==> src/rtl/tcp_pkg.sv <==
package tcp_pkg;
  localparam int unsigned BYTE_W   = 8;
  localparam int unsigned NUM_REGS = 8;
  localparam int unsigned PTR_W    = 4;
  localparam int unsigned AINC_BIT = PTR_W;
  localparam logic [PTR_W-1:0] RSVD_IDX = PTR_W'(3);

  // byte 7 ... byte 0
  localparam logic [NUM_REGS*BYTE_W-1:0] REG_DEFAULTS =
    {8'hFF, 8'hFF, 8'h0E, 8'h0E, 8'h00, 8'hFF, 8'h0E, 8'h02};

  typedef enum logic [1:0] {
    PH_IDLE,
    PH_ADDR,
    PH_SUB,
    PH_DATA
  } phase_e;
endpackage

==> src/rtl/tcp_sync.sv <==
module tcp_sync #(
  parameter int WIDTH  = 2,
  parameter int STAGES = 2
) (
  input  logic             clk,
  input  logic             rst_n,
  input  logic [WIDTH-1:0] d_i,
  output logic [WIDTH-1:0] q_o
);
  logic [WIDTH-1:0] stg [STAGES];

  generate
    for (genvar s = 0; s < STAGES; s++) begin : g_stg
      if (s == 0) begin : g_first
        always_ff @(posedge clk or negedge rst_n) begin
          if (!rst_n) stg[0] <= '1;
          else        stg[0] <= d_i;
        end
      end else begin : g_rest
        always_ff @(posedge clk or negedge rst_n) begin
          if (!rst_n) stg[s] <= '1;
          else        stg[s] <= stg[s-1];
        end
      end
    end
  endgenerate

  assign q_o = stg[STAGES-1];
endmodule

==> src/rtl/tcp_rx.sv <==
module tcp_rx
  import tcp_pkg::*;
#(
  parameter logic [BYTE_W-1:0] DEV_ADDR = 8'h88
) (
  input  logic              clk,
  input  logic              rst_n,
  input  logic              scl_s,
  input  logic              sda_s,
  output logic              sub_wr_o,
  output logic              data_wr_o,
  output logic [BYTE_W-1:0] byte_o,
  output logic              ack_o
);
  localparam int unsigned ACK_SLOT = BYTE_W + 1;
  localparam int unsigned CNT_W    = $clog2(ACK_SLOT + 1);

  logic              scl_d, sda_d;
  logic              start_det, stop_det, scl_rise, scl_fall;
  phase_e            phase;
  logic [CNT_W-1:0]  bit_cnt;
  logic [BYTE_W-1:0] shreg;
  logic              ack_q;

  assign start_det = scl_s & scl_d & sda_d & ~sda_s;
  assign stop_det  = scl_s & scl_d & ~sda_d & sda_s;
  assign scl_rise  = scl_s & ~scl_d;
  assign scl_fall  = ~scl_s & scl_d;

  always_ff @(posedge clk or negedge rst_n) begin
    if (!rst_n) begin
      scl_d     <= 1'b1;
      sda_d     <= 1'b1;
      phase     <= PH_IDLE;
      bit_cnt   <= '0;
      shreg     <= '0;
      ack_q     <= 1'b0;
      sub_wr_o  <= 1'b0;
      data_wr_o <= 1'b0;
    end else begin
      scl_d     <= scl_s;
      sda_d     <= sda_s;
      sub_wr_o  <= 1'b0;
      data_wr_o <= 1'b0;
      if (start_det) begin
        phase   <= PH_ADDR;
        bit_cnt <= '0;
        ack_q   <= 1'b0;
      end else if (stop_det) begin
        phase   <= PH_IDLE;
        bit_cnt <= '0;
        ack_q   <= 1'b0;
      end else if (phase != PH_IDLE) begin
        if (scl_rise && bit_cnt < CNT_W'(BYTE_W)) begin
          shreg   <= {shreg[BYTE_W-2:0], sda_s};
          bit_cnt <= bit_cnt + 1'b1;
        end else if (scl_fall && bit_cnt == CNT_W'(BYTE_W)) begin
          bit_cnt <= CNT_W'(ACK_SLOT);
          unique case (phase)
            PH_ADDR: begin
              if (shreg == DEV_ADDR) begin
                ack_q <= 1'b1;
                phase <= PH_SUB;
              end else begin
                phase   <= PH_IDLE;
                bit_cnt <= '0;
              end
            end
            PH_SUB: begin
              ack_q    <= 1'b1;
              sub_wr_o <= 1'b1;
              phase    <= PH_DATA;
            end
            PH_DATA: begin
              ack_q     <= 1'b1;
              data_wr_o <= 1'b1;
            end
            default: ;
          endcase
        end else if (scl_fall && bit_cnt == CNT_W'(ACK_SLOT)) begin
          ack_q   <= 1'b0;
          bit_cnt <= '0;
        end
      end
    end
  end

  assign byte_o = shreg;
  assign ack_o  = ack_q;


  ack_rise_low_chk: assert property (@(posedge clk) disable iff (!rst_n)
    $rose(ack_q) |-> !scl_s);

  ack_hold_chk: assert property (@(posedge clk) disable iff (!rst_n)
    (ack_q && scl_rise) |=> ack_q);

  stop_idle_chk: assert property (@(posedge clk) disable iff (!rst_n)
    stop_det |=> (phase == PH_IDLE && !ack_q));

  addr_match_chk: assert property (@(posedge clk) disable iff (!rst_n)
    ($rose(ack_q) && $past(phase) == PH_ADDR) |-> $past(shreg) == DEV_ADDR);
endmodule

==> src/rtl/tcp_bank.sv <==
module tcp_bank
  import tcp_pkg::*;
(
  input  logic                       clk,
  input  logic                       rst_n,
  input  logic                       sub_wr_i,
  input  logic                       data_wr_i,
  input  logic [BYTE_W-1:0]          byte_i,
  output logic [NUM_REGS*BYTE_W-1:0] regs_o
);
  logic [BYTE_W-1:0] bank [NUM_REGS];
  logic [PTR_W-1:0]  ptr;
  logic              ainc;

  always_ff @(posedge clk or negedge rst_n) begin
    if (!rst_n) begin
      ptr  <= '0;
      ainc <= 1'b0;
    end else if (sub_wr_i) begin
      ptr  <= byte_i[PTR_W-1:0];
      ainc <= byte_i[AINC_BIT];
    end else if (data_wr_i && ainc) begin
      ptr  <= ptr + 1'b1;
    end
  end

  generate
    for (genvar i = 0; i < NUM_REGS; i++) begin : g_reg
      if (PTR_W'(i) == RSVD_IDX) begin : g_rsvd
        assign bank[i] = REG_DEFAULTS[i*BYTE_W +: BYTE_W];
      end else begin : g_live
        always_ff @(posedge clk or negedge rst_n) begin
          if (!rst_n)
            bank[i] <= REG_DEFAULTS[i*BYTE_W +: BYTE_W];
          else if (data_wr_i && ptr == PTR_W'(i))
            bank[i] <= byte_i;
        end
      end
      assign regs_o[i*BYTE_W +: BYTE_W] = bank[i];
    end
  endgenerate


  rsvd_nochange_chk: assert property (@(posedge clk) disable iff (!rst_n)
    (data_wr_i && ptr == RSVD_IDX) |=> $stable(regs_o));

  high_discard_chk: assert property (@(posedge clk) disable iff (!rst_n)
    (data_wr_i && ptr >= PTR_W'(NUM_REGS)) |=> $stable(regs_o));

  ainc_step_chk: assert property (@(posedge clk) disable iff (!rst_n)
    (data_wr_i && ainc) |=> ptr == PTR_W'($past(ptr) + 1'b1));

  fixed_ptr_chk: assert property (@(posedge clk) disable iff (!rst_n)
    (data_wr_i && !ainc) |=> $stable(ptr));

  store_chk: assert property (@(posedge clk) disable iff (!rst_n)
    (data_wr_i && ptr < PTR_W'(NUM_REGS) && ptr != RSVD_IDX)
      |=> regs_o[int'($past(ptr))*BYTE_W +: BYTE_W] == $past(byte_i));
endmodule

==> src/rtl/audio_ctl_i2c_slave.sv <==
module audio_ctl_i2c_slave
  import tcp_pkg::*;
#(
  parameter logic [BYTE_W-1:0] DEV_ADDR    = 8'h88,
  parameter int                SYNC_STAGES = 2
) (
  input  logic                       clk,
  input  logic                       rst_n,
  input  logic                       scl_i,
  input  logic                       sda_i,
  output logic                       sda_pull_o,
  output logic [NUM_REGS*BYTE_W-1:0] regs_o
);
  logic [1:0]        bus_s;
  logic              sub_wr, data_wr;
  logic [BYTE_W-1:0] rx_byte;

  tcp_sync #(.WIDTH(2), .STAGES(SYNC_STAGES)) i_sync (
    .clk   (clk),
    .rst_n (rst_n),
    .d_i   ({scl_i, sda_i}),
    .q_o   (bus_s)
  );

  tcp_rx #(.DEV_ADDR(DEV_ADDR)) i_rx (
    .clk       (clk),
    .rst_n     (rst_n),
    .scl_s     (bus_s[1]),
    .sda_s     (bus_s[0]),
    .sub_wr_o  (sub_wr),
    .data_wr_o (data_wr),
    .byte_o    (rx_byte),
    .ack_o     (sda_pull_o)
  );

  tcp_bank i_bank (
    .clk       (clk),
    .rst_n     (rst_n),
    .sub_wr_i  (sub_wr),
    .data_wr_i (data_wr),
    .byte_i    (rx_byte),
    .regs_o    (regs_o)
  );


  idle_hold_chk: assert property (@(posedge clk) disable iff (!rst_n)
    !data_wr |=> $stable(regs_o));
endmodule

==> config.mk <==
export PLATFORM = sky130hd
export DESIGN_NAME = audio_ctl_i2c_slave
export DESIGN_NICKNAME = d
export VERILOG_FILES = /design/src/rtl/tcp_pkg.sv /design/src/rtl/tcp_sync.sv /design/src/rtl/tcp_rx.sv /design/src/rtl/tcp_bank.sv /design/src/rtl/audio_ctl_i2c_slave.sv
export SDC_FILE = /design/constraint.sdc
export NUM_CORES = 1
export LEC_CHECK = 0
export ABC_CLOCK_PERIOD_IN_PS = 2100
export BUFFER_PORTS_ARGS = -buffer_cell sky130_fd_sc_hd__buf_2
export CAP_MARGIN = 20
export CELL_PAD_IN_SITES_DETAIL_PLACEMENT = 1
export CELL_PAD_IN_SITES_GLOBAL_PLACEMENT = 2
export CORE_MARGIN = 4
export CORE_UTILIZATION = 38
export CTS_BUF_LIST = sky130_fd_sc_hd__clkbuf_16
export CTS_CLUSTER_SIZE = 12
export DETAILED_ROUTE_END_ITERATION = 6
export PLACE_DENSITY = 0.75
export SYNTH_ARGS = -nofsm -noshare
export SYNTH_HDL_FRONTEND = slang
export SYNTH_SLANG_ARGS = --single-unit
==> constraint.sdc <==
create_clock -name clk -period 2.1 [get_ports clk]
set_input_delay 0.21 -clock clk [delete_from_list [all_inputs] [get_ports clk]]
set_output_delay 0.21 -clock clk [all_outputs]
set_load 0.05 [all_outputs]
## After elaboration in Yosys (flattened, before gate mapping)

Index checks and enable logic that the tools add are counted.

- Register bits: 84
- Input port bits: 4
- Output and inout port bits: 65
- Word-level logic and storage cells: 111

- Add/sub/neg operators: 2
- Order comparisons: 1
- Equality and inequality tests: 15
- Muxes and demuxes: 37
- Bitwise operators: 13
- Reduce and logical (&&, ||, !) cells: 24

Operators by type and width:

| kind | count |
|---|---|
| 2-to-1 mux 4 bit | 10 |
| 2-to-1 mux 1 bit | 19 |
| equality test 4 x 3 -> 1 bit (second input constant) | 4 |
| 2-to-1 mux 2 bit | 6 |
| logical AND 1 bit | 11 |
| inequality test 5 x 3 -> 1 bit (second input constant) | 2 |
| adder 4 x 1 -> 4 bit (second input constant) | 2 |
| equality test 4 bit (second input constant) | 2 |
| equality test 8 bit (second input constant) | 1 |
| AND reduction 4 bit | 2 |
| nonzero test 4 bit | 2 |
| AND 1 bit | 7 |
| inverter 1 bit | 6 |
| nonzero test 3 bit | 2 |
| AND reduction 5 bit | 1 |
| nonzero test 5 bit | 1 |
| equality test 2 bit (second input constant) | 2 |
| equality test 4 x 1 -> 1 bit (second input constant) | 1 |
| equality test 4 x 2 -> 1 bit (second input constant) | 1 |
| zero test 4 bit | 1 |
| < comparator 4 bit (second input constant) | 1 |
| case mux 2 bit (2 select lines) | 1 |
| nonzero test 2 bit | 2 |
| inequality test 3 x 1 -> 1 bit (second input constant) | 1 |
| other kinds (4) | 4 |

## Depth between registers and ports, before layout

- Word-level depth: 9
- Depth in mapped cells: 6
- Depth with buffers taken out: 6

## Cells and area by module

Synthesis repeated with hierarchy kept, for this count alone.

- Cell total of the unflattened synthesis: 259
- Area total of the unflattened synthesis: 3,717.3 µm²

Modules (own cells, without submodules):

| module | instances | cells an instance | area an instance (µm²) | sequential area each (µm²) |
|---|---|---|---|---|
| tcp_bank | 1 | 164 | 2,553.7 | 1,569.0 |
| tcp_rx | 1 | 89 | 1,043.5 | 478.0 |
| tcp_sync | 1 | 6 | 120.1 | 105.1 |

## Worst setup path after synthesis

OpenSTA, ideal clock, no wires.

- Path type: reg-to-reg
- From: register i_sync.stg, in the netlist i_sync.q_o[1]
- To: register i_rx.shreg[0], in the netlist i_rx.byte_o[0]
- Setup time: 125 ps
- Arrival: 1,524 ps
- Required time: 1,975 ps
- Path slack: 452 ps
- Stages on the path, launching flop included: 5
- Buffers on the path: 1
- Period minus slack after synthesis: 1,648 ps
- Cell sequence: dfstp_2 > or3b_1 > nor2_1 > buf_6 > mux2_2

- Word-level cells in the longest chain between the ends: 5
- Elaborated cells between the ends (all ways): 10
- Classes of those cells: 8 x bitwise; 2 x reduce/logical

RTL lines:

| item | RTL line | text |
|---|---|---|
| start: declaration | tcp_sync.sv:10 | `logic [WIDTH-1:0] stg [STAGES];` |
| start signal: indexed assignment | tcp_sync.sv:22 | `else stg[s] <= stg[s-1];` |
| AND 1 bit | tcp_rx.sv:25, tcp_rx.sv:26 |  |
| AND 1 bit (on tied branches) (2 in a row) | tcp_rx.sv:25, tcp_rx.sv:26 |  |
| inverter 1 bit (no line) | - |  |
| AND reduction 4 bit (no line) (*) | - |  |
| end signal: assignment | tcp_rx.sv:55 | `shreg <= {shreg[BYTE_W-2:0], sda_s};` |
| end: declaration | tcp_rx.sv:22 | `logic [BYTE_W-1:0] shreg;` |

Every way passes the cells marked *; elsewhere a longest branch is shown, timed or not.
A chain may end at the register's enable or synchronous reset.

## Final worst setup path

- From: register i_rx.phase[0]
- To: register i_rx.phase[0]

- Word-level cells in the longest chain between the ends: 7
- Elaborated cells between the ends (all ways): 12
- Classes of those cells: 2 x eq/ne; 6 x mux; 4 x reduce/logical

RTL lines:

| item | RTL line | text |
|---|---|---|
| start: declaration | tcp_rx.sv:20 | `phase_e phase;` |
| start signal: assignment | tcp_rx.sv:34 | `phase <= PH_IDLE;` |
| start signal: assignment | tcp_rx.sv:46 | `phase <= PH_ADDR;` |
| start signal: assignment | tcp_rx.sv:50 | `phase <= PH_IDLE;` |
| equality test 2 bit / equality test 2 x 1 -> 1 bit (equally long branches) | tcp_rx.sv:59 | `unique case (phase)` |
| case mux 2 bit (2 select lines) | tcp_rx.sv:59 |  |
| 2-to-1 mux 2 bit | tcp_rx.sv:57 | `end else if (scl_fall && bit_cnt == CNT_W'(BYTE_W)) begin` |
| 2-to-1 mux 2 bit | tcp_rx.sv:54 | `if (scl_rise && bit_cnt < CNT_W'(BYTE_W)) begin` |
| 2-to-1 mux 2 bit | tcp_rx.sv:53 | `end else if (phase != PH_IDLE) begin` |
| 2-to-1 mux 2 bit | tcp_rx.sv:49 | `end else if (stop_det) begin` |
| 2-to-1 mux 2 bit | tcp_rx.sv:45 | `if (start_det) begin` |

Several ways; a longest one is shown, not always the timed one. The select of a mux whose other input is x is not followed.

==> impl_results.html <==
<table>
<tr><th>Metric</th><th>Value</th></tr>
<tr><th colspan="2">Status</th></tr>
<tr><td>Status</td><td>finished, final reports clean</td></tr>
<tr><th colspan="2">Clock network</th></tr>
<tr><td>TritonCTS clock tree</td><td>done</td></tr>
<tr><td>Count of buffers added by post-CTS timing repair for setup</td><td>0</td></tr>
<tr><td>Clock input transition at the sequential cells of the worst setup and hold paths</td><td>60 ps</td></tr>
<tr><td>Number of clock buffers inserted by TritonCTS</td><td>9</td></tr>
<tr><td>Maximum buffer depth of the clock tree</td><td>2</td></tr>
<tr><td>CTS Root Buffer Type</td><td>clkbuf_16</td></tr>
<tr><td>Latest clock arrival within the worst-skew pair</td><td>330 ps</td></tr>
<tr><td>Clock net sink count</td><td>84</td></tr>
<tr><td>Clock H-tree levels</td><td>3</td></tr>
<tr><th colspan="2">Place</th></tr>
<tr><td>Buffers on Ports</td><td>60</td></tr>
<tr><td>Final weighted congestion of routability-driven global placement</td><td>0.771</td></tr>
<tr><td>Half-perimeter wire length after detailed placement</td><td>5.47 mm</td></tr>
<tr><td>Placed cell count</td><td>445</td></tr>
<tr><th colspan="2">Cells and area</th></tr>
<tr><td>Count of inserted antenna diode cells</td><td>0</td></tr>
<tr><td>Fraction of layout instances using a drive strength above 1</td><td>60.9%</td></tr>
<tr><td>Net count of the finished layout</td><td>346</td></tr>
<tr><td>Final cell count without fillers</td><td>464</td></tr>
<tr><td>Area added between synthesis and finish</td><td>21.5%</td></tr>
<tr><th colspan="2">Setup path</th></tr>
<tr><td>Cell type group with the largest total delay on the critical path</td><td>compound AO/OA/AOI/OAI gates</td></tr>
<tr><td>Endpoint type of the worst setup path</td><td>register</td></tr>
<tr><td>Critical path data required time</td><td>2310 ps</td></tr>
<tr><td>Crit path max-delay cell type</td><td>dfrtp_1</td></tr>
<tr><td>CP peak stage delay</td><td>380 ps</td></tr>
<tr><td>Critical Path Start Type</td><td>register</td></tr>
<tr><td>Crit Path Class</td><td>register to register</td></tr>
<tr><td>Data arrival time of the critical path</td><td>2010 ps</td></tr>
<tr><td>Count of buffer and inverter cells on the critical path</td><td>1</td></tr>
<tr><td>Critical-path cell list</td><td>inv_1 -&gt; ha_1 -&gt; and3b_2 -&gt; a21oi_2 -&gt; a311o_1 -&gt; a22o_1</td></tr>
<tr><td>Top fanout value on the critical path</td><td>6</td></tr>
<tr><th colspan="2">Power</th></tr>
<tr><td>Power per unit of standard cell area</td><td>1000 nW/um2</td></tr>
<tr><td>Worst ir drop on vdd</td><td>0.465 mV</td></tr>
<tr><td>Static leakage</td><td>2.21 nW</td></tr>
<tr><th colspan="2">Synth</th></tr>
<tr><td>Biggest area consumer among synthesized cells</td><td>dfrtp_1</td></tr>
<tr><td>Most common flop cell mapped by yosys</td><td>dfrtp_1</td></tr>
<tr><td>Fraction of the yosys area taken by sequential cells</td><td>58.6%</td></tr>
<tr><td>Mean Syn Cell Area</td><td>14.1 um2</td></tr>
<tr><td>Number of unique standard cell types used by synthesis</td><td>47</td></tr>
<tr><td>Ranking of synthesized cells by instance count</td><td>mux2_2 (66), dfrtp_1 (44), dfstp_2 (40)</td></tr>
<tr><td>EDFF count, synth</td><td>0</td></tr>
<tr><td>FF+latch count, synth</td><td>84</td></tr>
<tr><td>YS warnings</td><td>0</td></tr>
<tr><td>Asr flop ratio synth</td><td>100%</td></tr>
<tr><td>Top post-synthesis cells by area</td><td>dfrtp_1 (30%), dfstp_2 (29%), mux2_2 (20%)</td></tr>
<tr><td>Post-synthesis instance area</td><td>3670 um2</td></tr>
<tr><td>Post-synthesis instance total</td><td>261</td></tr>
<tr><td>Most common cell in the synthesized netlist</td><td>mux2_2</td></tr>
<tr><td>Top cell type's share of synthesized area</td><td>30.0%</td></tr>
<tr><th colspan="2">STA</th></tr>
<tr><td>Clock period minus worst slack</td><td>1800 ps</td></tr>
<tr><td>Count of endpoints failing setup in the final report</td><td>0</td></tr>
<tr><td>Peak Freq</td><td>557 MHz</td></tr>
<tr><td>Number of failing hold endpoints at the final stage</td><td>0</td></tr>
<tr><td>Unrepaired setup endpoints after global routing</td><td>no</td></tr>
<tr><td>Period utilisation layout</td><td>85.5%</td></tr>
<tr><td>Final worst clock skew</td><td>7.77 ps</td></tr>
<tr><td>Final Slew Violations</td><td>0</td></tr>
<tr><td>Setup total negative slack</td><td>0 ps</td></tr>
<tr><th colspan="2">Global routing</th></tr>
<tr><td>Leftover overflow at the end of global routing</td><td>0</td></tr>
<tr><td>Global-route wire length before repair</td><td>12.8 mm</td></tr>
<tr><td>Initial antenna violation count</td><td>0</td></tr>
<tr><td>Maximum number of pins on one net before global-route repair</td><td>59</td></tr>
<tr><td>Via count of the first global-routing pass</td><td>2368</td></tr>
<tr><td>Total track usage</td><td>14.7%</td></tr>
<tr><th colspan="2">Floorplanning</th></tr>
<tr><td>FP Rows</td><td>35</td></tr>
<tr><td>Core Footprint</td><td>9330 um2</td></tr>
<tr><td>Floorplan die width</td><td>106 um</td></tr>
<tr><td>Die height</td><td>106 um</td></tr>
<tr><td>Number of top-level pins</td><td>69</td></tr>
<tr><td>Starting Density</td><td>39.4%</td></tr>
<tr><td>Die Area</td><td>11300 um2</td></tr>
<tr><th colspan="2">Detailed routing</th></tr>
<tr><td>Drt via density</td><td>4.79</td></tr>
<tr><td>Remaining DRCs</td><td>0</td></tr>
<tr><td>Overall via count from detail_route</td><td>2223</td></tr>
<tr><td>Sum of routed wire length over all layers</td><td>7.67 mm</td></tr>
<tr><td>1st-iter DRT viols</td><td>55</td></tr>
<tr><td>Number of routed nets with antenna violations</td><td>0</td></tr>
<tr><td>Wire length per cell after detailed routing</td><td>16.5 um</td></tr>
<tr><td>Length of the first detailed-routing pass in iterations</td><td>4</td></tr>
<tr><th colspan="2">Run</th></tr>
<tr><td># Max-Cap Violations</td><td>0</td></tr>
<tr><th colspan="2">Hold path</th></tr>
<tr><td>Worst min-delay path class</td><td>input port to async pin</td></tr>
</table>
registers in the layout, indices dropped and copies added, names as in the netlist:
register        cells
i_rx.phase          2
i_bank.regs_o      56
i_bank.ainc         1
i_sync.stg          2
i_rx.data_wr_o      1
i_rx.scl_d          1
i_rx.sda_d          1
i_rx.byte_o         8
i_bank.ptr          4
i_rx.sub_wr_o       1
i_rx.bit_cnt        4
i_rx.ack_o          1
i_sync.q_o          2
stage by stage:
step,area (um2),setup slack [ps],util [%],power [mW],hold slack [ps]
floorplan,3700,452,-,2.63,-85.6
global placement,4130,370,44.3,2.92,147
detailed placement,4130,313,44.3,2.94,149
CTS,4460,304,47.8,4.54,340
global route,4460,179,47.8,4.74,365
finish,4460,304,47.8,4.47,336
placed cells by master, fill, tap and decap left out, types with 3 or more instances in the layout:
cell type / count
clkbuf_16: 9
ha_1: 12
dfrtp_1: 44
buf_2: 59
nor2_1: 5
dfstp_2: 40
nand3_1: 3
inv_1: 9
a21oi_1: 3
nand2_1: 10
clkinv_4: 3
mux2_2: 66
conb_1: 8
buf_4: 10
dlygate4sd3_1: 3
o21ai_0: 6
final cells by class:
| class | count | area, um2 |
|---|---|---|
| Fill cell | 976 | 4860 |
| Sequential cell | 84 | 2150 |
| Multi-Input combinational cell | 154 | 1400 |
| Timing Repair Buffer | 73 | 420 |
| Clock buffer | 9 | 225 |
| Tap cell | 129 | 161 |
| Clock inverter | 7 | 76.3 |
| Inverter | 8 | 30.0 |
power breakdown:
group / internal [mW] / switching (mW) / total [mW]
clock: 0.927 / 0.641 / 1.57
combinational: 0.348 / 0.557 / 0.905
sequential: 1.80 / 0.201 / 2.00
metal layers:
metal	GRT usage (%)	up-vias	share of wire (%)
li1	-	1030	-
met1	18.9	1134	45
met2	24.3	48	50
met3	2.73	11	3.6
met4	5.83	0	1.6
met5	0	-	0
worst register-to-register path, stage by stage (launching register included):
cell and delay (ps):
dfrtp_1 380, inv_1 110, ha_1 270, and3b_2 300
a21oi_2 70, a311o_1 320, a22o_1 230
cell families after synthesis:
kind of cell,Yosys count,synth area share (%)
and+or+nand+nor,43,7.70
other,1,0.102
DFF,84,58.6
AOI/OAI and AO/OA,20,3.64
buffers and inverters,30,4.46
adders and majority gates,12,4.09
muxes,67,20.5
xor gates and xnor gates,4,0.954
timing repair:
action	4_1_cts	5_1_grt
endpoints found under the hold margin	8	0
hold buffers	3	0
endpoints found under the setup margin	0	0
gates resized for setup	0	0
worst paths after layout:
path                                      startpoint                        end  slack [ps]  cells after the start
min in group clk             i_sync.stg[3]$_DFF_PN1_    i_sync.q_o[1]$_DFF_PN1_         360                      0
min                                            rst_n  i_bank.ptr[2]$_DFFE_PN0P_         340                      2
max in group asynchronous                      rst_n    i_sync.q_o[1]$_DFF_PN1_        1100                      3
max                        i_rx.phase[0]$_DFFE_PN0P_  i_rx.phase[0]$_DFFE_PN0P_         300                      6
max reg2reg                i_rx.phase[0]$_DFFE_PN0P_  i_rx.phase[0]$_DFFE_PN0P_         300                      6
min reg2reg                  i_sync.stg[3]$_DFF_PN1_    i_sync.q_o[1]$_DFF_PN1_         360                      0
Power figures use the tool's default switching activity.
